[src/rtl/bcd_flag_pkg.sv]
package bcd_flag_pkg;

  localparam int DIG_W  = 4;
  localparam int NDIG   = 2;
  localparam int BYTE_W = DIG_W * NDIG;
  localparam int EXT_W  = BYTE_W + DIG_W;

  localparam logic [EXT_W-1:0] LOW_ADJ  = EXT_W'(6);
  localparam logic [EXT_W-1:0] HIGH_ADJ = EXT_W'(8'h60);
  localparam logic [EXT_W-1:0] DEC_TOP  = EXT_W'(8'h99);

  typedef struct packed {
    logic x;
    logic n;
    logic z;
    logic v;
    logic c;
  } ccr_t;

  localparam ccr_t CCR_RESET = '{x: 1'b0, n: 1'b0, z: 1'b1, v: 1'b0, c: 1'b0};

  function automatic logic [EXT_W-1:0] widen_byte(input logic [BYTE_W-1:0] b);
    return {{(EXT_W-BYTE_W){1'b0}}, b};
  endfunction

  function automatic logic [EXT_W-1:0] widen_bit(input logic b);
    return {{(EXT_W-1){1'b0}}, b};
  endfunction

  // Plain binary sum or difference including the extend bit.
  function automatic logic [EXT_W-1:0] raw_result(input logic sub,
      input logic [BYTE_W-1:0] d, input logic [BYTE_W-1:0] s, input logic x);
    if (sub) return widen_byte(d) - widen_byte(s) - widen_bit(x);
    else     return widen_byte(d) + widen_byte(s) + widen_bit(x);
  endfunction

  // Low digit needs a correction of 6.
  function automatic logic low_digit_fix(input logic sub,
      input logic [BYTE_W-1:0] d, input logic [BYTE_W-1:0] s, input logic x,
      input logic [EXT_W-1:0] raw);
    logic [DIG_W:0] nib_sum;
    logic [DIG_W:0] nib_need;
    nib_sum  = {1'b0, d[DIG_W-1:0]} + {1'b0, s[DIG_W-1:0]} + {{DIG_W{1'b0}}, x};
    nib_need = {1'b0, s[DIG_W-1:0]} + {{DIG_W{1'b0}}, x};
    if (sub) return ({1'b0, d[DIG_W-1:0]} < nib_need) || (raw[DIG_W-1:0] > DIG_W'(9));
    else     return nib_sum > (DIG_W+1)'(9);
  endfunction

  function automatic logic [EXT_W-1:0] step_adjust(input logic sub,
      input logic [EXT_W-1:0] val, input logic [EXT_W-1:0] amount);
    return sub ? (val - amount) : (val + amount);
  endfunction

  function automatic logic is_dec_byte(input logic [BYTE_W-1:0] b);
    return (b[DIG_W-1:0] <= DIG_W'(9)) && (b[BYTE_W-1:DIG_W] <= DIG_W'(9));
  endfunction

endpackage

[src/rtl/bcd_digit_adjust.sv]
module bcd_digit_adjust
  import bcd_flag_pkg::*;
(
  input  logic              op_sub,
  input  logic [BYTE_W-1:0] src_b,
  input  logic [BYTE_W-1:0] dst_b,
  input  logic              ext_b,
  output logic [EXT_W-1:0]  wide_out,
  output logic              low_fix,
  output logic              high_fix
);

  logic [EXT_W-1:0] raw_w;
  logic [EXT_W-1:0] stage1_w;

  always_comb begin
    raw_w    = raw_result(op_sub, dst_b, src_b, ext_b);
    low_fix  = low_digit_fix(op_sub, dst_b, src_b, ext_b, raw_w);
    stage1_w = low_fix ? step_adjust(op_sub, raw_w, LOW_ADJ) : raw_w;
    high_fix = stage1_w > DEC_TOP;
    wide_out = high_fix ? step_adjust(op_sub, stage1_w, HIGH_ADJ) : stage1_w;
  end

endmodule

[src/rtl/bcd_flag_gen.sv]
module bcd_flag_gen
  import bcd_flag_pkg::*;
(
  input  logic              op_sub,
  input  logic [BYTE_W-1:0] src_b,
  input  logic [BYTE_W-1:0] dst_b,
  input  logic              zero_b,
  input  logic [EXT_W-1:0]  wide_in,
  output logic [BYTE_W-1:0] res_b,
  output ccr_t              flags
);

  logic [BYTE_W-1:0] same_sign;
  logic [BYTE_W-1:0] dst_flip;
  logic              spill;

  always_comb begin
    res_b     = wide_in[BYTE_W-1:0];
    spill     = |wide_in[EXT_W-1:BYTE_W];
    dst_flip  = dst_b ^ res_b;
    same_sign = op_sub ? (src_b ^ dst_b) : ~(src_b ^ dst_b);
    flags.x   = spill;
    flags.c   = spill;
    flags.n   = res_b[BYTE_W-1];
    flags.z   = zero_b & (res_b == '0);
    flags.v   = same_sign[BYTE_W-1] & dst_flip[BYTE_W-1];
  end

endmodule

[src/rtl/bcd_arith_flag_unit.sv]
module bcd_arith_flag_unit
  import bcd_flag_pkg::*;
(
  input  logic       clk,
  input  logic       rst,
  input  logic       start,
  input  logic       op_sub,
  input  logic [7:0] src_byte,
  input  logic [7:0] dst_byte,
  input  logic       ext_in,
  input  logic       zero_in,
  output logic [7:0] sum_byte,
  output logic       ext_out,
  output logic       neg_out,
  output logic       zero_out,
  output logic       ovf_out,
  output logic       carry_out
);

  logic [EXT_W-1:0]  wide_w;
  logic              low_fix_w;
  logic              high_fix_w;
  logic [BYTE_W-1:0] res_w;
  ccr_t              next_ccr;
  ccr_t              ccr_q;
  logic [BYTE_W-1:0] res_q;

  bcd_digit_adjust u_adjust (
    .op_sub   (op_sub),
    .src_b    (src_byte),
    .dst_b    (dst_byte),
    .ext_b    (ext_in),
    .wide_out (wide_w),
    .low_fix  (low_fix_w),
    .high_fix (high_fix_w)
  );

  bcd_flag_gen u_flags (
    .op_sub  (op_sub),
    .src_b   (src_byte),
    .dst_b   (dst_byte),
    .zero_b  (zero_in),
    .wide_in (wide_w),
    .res_b   (res_w),
    .flags   (next_ccr)
  );

  always_ff @(posedge clk) begin
    if (rst) begin
      res_q <= '0;
      ccr_q <= CCR_RESET;
    end else if (start) begin
      res_q <= res_w;
      ccr_q <= next_ccr;
    end
  end

  assign sum_byte  = res_q;
  assign ext_out   = ccr_q.x;
  assign neg_out   = ccr_q.n;
  assign zero_out  = ccr_q.z;
  assign ovf_out   = ccr_q.v;
  assign carry_out = ccr_q.c;

  assert_hold_R9: assert property (@(posedge clk) disable iff (rst)
    !start |=> ($stable(sum_byte) && $stable({ext_out, neg_out, zero_out, ovf_out, carry_out})));

  assert_sticky_clear_R8: assert property (@(posedge clk) disable iff (rst)
    (start && !zero_in) |=> !zero_out);

  assert_zero_means_empty_R8: assert property (@(posedge clk) disable iff (rst)
    zero_out |-> (sum_byte == 8'h00));

  assert_digits_valid_R11: assert property (@(posedge clk) disable iff (rst)
    (start && is_dec_byte(src_byte) && is_dec_byte(dst_byte)) |=> is_dec_byte(sum_byte));

  assert_high_fix_spill_R3: assert property (@(posedge clk) disable iff (rst)
    (start && !op_sub && high_fix_w) |=> (carry_out && ext_out));

endmodule

[config.mk]
export PLATFORM = sky130hd
export DESIGN_NAME = bcd_arith_flag_unit
export DESIGN_NICKNAME = d
export VERILOG_FILES = /design/src/rtl/bcd_flag_pkg.sv /design/src/rtl/bcd_digit_adjust.sv /design/src/rtl/bcd_flag_gen.sv /design/src/rtl/bcd_arith_flag_unit.sv
export SDC_FILE = /design/constraint.sdc
export NUM_CORES = 1
export LEC_CHECK = 0
export ABC_CLOCK_PERIOD_IN_PS = 17200
export CORE_MARGIN = 10
export CORE_UTILIZATION = 60
export CTS_CLUSTER_DIAMETER = 30
export CTS_CLUSTER_SIZE = 30
export DETAILED_ROUTE_END_ITERATION = 12
export DONT_BUFFER_PORTS = 1
export MAX_ROUTING_LAYER = met4
export PLACE_DENSITY = 0.79
export SYNTH_ARGS = -nofsm -noshare
export SYNTH_HDL_FRONTEND = slang
export SYNTH_HIERARCHICAL = 1
export SYNTH_SLANG_ARGS = --single-unit
[constraint.sdc]
create_clock -name clk -period 17.2 [get_ports clk]
set_input_delay 2.58 -clock clk [delete_from_list [all_inputs] [get_ports clk]]
set_output_delay 2.58 -clock clk [all_outputs]
set_load 0.05 [all_outputs]
==> out/summary.txt <==
Outcome: completed
Synth Flop Type: dfxtp_1
Drt drc: 0
Register area share after synthesis: 9.976%
Mux contribution to synthesized area: 7.338%
Hold_buf cts: 0
Number of diodes: 0
Die X: 85.94 um
Total track usage: 14.44%
Setup-failing EPs final: 0
Area of the multi-input gates: 0.002105 sq mm
Register area: 260.3 sq um
CTS tree: done
Compound-gate portion of the synthesized area: 23.79%
Leading area contributor after synthesis: ha_1
FP Rows: 23
Synthesized cell area: 0.002609 sq mm
Unrepaired setup endpoints after global routing: no
Hold Crit Class: reg2reg
Power, Total: 303.5 uW
DRT Wirelength: 5.391 mm
Max Freq: 124.8 MHz
Worst slew pin tran: 607.3 ps
Number of detailed-route iterations in the first pass: 4
Nets@finish: 379
Slowest cell on crit path: or4_1
Post-CTS Setup Bufs: 0
Die area: 0.007386 sq mm
Worst IR drop on VDD: 0.05229 mV
1st-iter DRT viols: 87
Synth Area in Simple Gates: 19.28%
CP arrival: 8130 ps
P_leak: 0.001143 uW
Tcrit/Tclk final: 46.57%
Max Cap Viol: 0
Worst path bufs/invs: 1
Layout Skew: 0 ps
Pin count of the biggest net entering global routing: 31
Wirelength per Cell: 14.69 um
Worst hold margin: 760.4 ps
Syn nets: 397
Max clock buf depth: 2
Clock Tree Root: clkbuf_8
Worst-path clk slew: 50 ps
Syn Area/Cell: 7.764 sq um
Crit-path max cell delay: 590 ps
Post-synth top area share: 16.79%
Htree depth: 1
Crit path time final: 8010 ps
XOR/XNOR Fraction of Synth Area: 10.41%
Commonest non-fill, non-tap cell in the layout: nor2_1
Number of fill cells: 378
Startpoint types: primary input
Via Count: 2,245
Cell Chain, Critical Path: inv_1 -> ha_1 -> fa_1 -> xor2_1 -> nand3_1 -> or4_1 -> a31oi_2 -> xnor2_1 -> ha_1 -> or2_2 -> o31a_1 -> a31o_2 -> a21oi_1 -> xnor2_1 -> mux2_2 -> ha_1 -> a21oi_1 -> o21bai_1 -> a21oi_1 -> xnor2_1 -> and2_1 -> or4_1 -> mux2i_1 -> nor2_1
Total Neg Setup Slack: 0 ps
Crit Path Max Fanout: 5
Largest cells by area after synthesis: ha_1 (17%), dfxtp_1 (10%), xnor2_1 (7.7%)
Overflow after GRT: 0
Port-buffer cells: 0
Layout cells sized above 1: 6.940%
Clock Latency Late Sink: 230 ps
Max-slew violations: 0
Most frequent cells in the layout: nor2_1 (37), ha_1 (35), a21oi_1 (26)
DRT antenna net count: 0
Initial antenna violation count: 0
Post-route cell area: 0.002559 sq mm
P&R area growth vs syn: -1.919%
First-pass GRT wire length: 9.218 mm
EDFF count, synth: 0
Vias in the first global route: 2,079
Initial Utilization: 63.39%
PD cells: 118.6 mW/mm^2
Top delay family on crit path: simple AND/OR/NAND/NOR gates
Yosys reg bits: 13
Core area: 0.004115 sq mm
Post-DP HPWL: 4.547 mm
Placed cell area: 0.002514 sq mm
Worst slew margin: 59.51%
Placer Congestion: 0.8271
I/O pin count: 35
CTS Buf Count: 3
Synthesized instance count: 336
Required time worst endpoint: 17,320 ps
Setup crit end kind: register
Yosys Warn Count: 6
TritonCTS Sinks: 13
Post-Layout Cell Count: 367
Chip height: 85.94 um
Cells after DPL: 363
Fin. Hold Viols: 0
Synth unique cells: 66
Adder-cell share of the synthesized area: 19.86%
Post_cts resized: 0
Synth async-reset ratio: 0%
Main combinational cell family by area after synthesis: compound AO/OA/AOI/OAI gates
Number of vias per cell: 6.117
Setup CP Type: in2reg
## flip-flops by register name, summed over array words and instances, names as in the netlist
name / cells
ovf_out: 1
ext_out: 1
neg_out: 1
carry_out: 1
sum_byte: 8
zero_out: 1
## worst register-to-register path, stage by stage (launching register included)
cell and delay, ps:
dfxtp_1 470, nor2b_1 220, a211o_1 210
## power breakdown
group	switching, uW	internal [uW]
Combinational	109	94.7
Clock	9.30	16.2
Sequential	35.0	38.8
Total	154	150
## worst paths after layout
kind                                  start       end  slack (ps)  depth (start not counted)
worst min register to register      ovf_out   ovf_out         760                          2
worst max-delay path            dst_byte[0]   ext_out        9190                         24
worst max register to register     zero_out  zero_out       16190                          2
worst min-delay path                ovf_out   ovf_out         760                          2
## cell type report
type | instances | area share (%)
flip-flops and latches | 13 | 10.17
inverters | 23 | 3.374
multi-input cells | 277 | 82.25
clock buffers | 4 | 1.760
well taps | 50 | 2.445
## logic make-up (layout without fill, tap and decap cells)
logic type	count (synthesis)	in the layout
AO/OA/AOI/OAI	87	87
XOR/XNOR	31	31
adder cells (fa/ha/maj)	39	39
buffers and inverters	46	27
flip-flops	13	13
multiplexers	18	18
AND/OR/NAND/NOR	102	102
## cell usage after synthesis, drive strengths merged (2+ instances only)
cell     count
buf         19
clkbuf       4
o2bb2ai      2
a211oi       2
a2111oi      2
nor3         8
a21o         6
xnor2       23
mux2i       15
a31o         2
dfxtp       13
nor2b        5
or2          6
inv         23
a221oi       2
nand3        6
or4          2
nand2b       7
xor2         8
mux2         3
nor2        37
o31ai        6
fa           4
o221ai       4
ha          35
o21ai       11
and2         5
a21oi       27
nand2       17
or3          2
o21a         6
a211o        3
o31a         2
## per-stage QoR
step,utilization (%),setup slack [ps]
floorplan,-,9322
global placement,61.08,9020
detailed placement,61.08,8934
CTS,62.18,9175
global route,62.18,8772
finish,62.18,9190
## routing by layer
metal,GRT usage (%),part of all wire (%),vias up
met5,-,0,-
met4,2.695,0.69,0
met3,2.365,6.5,6
met2,24.75,49,68
met1,17.32,44,1030
li1,-,-,1141
Power figures use the tool's default switching activity.
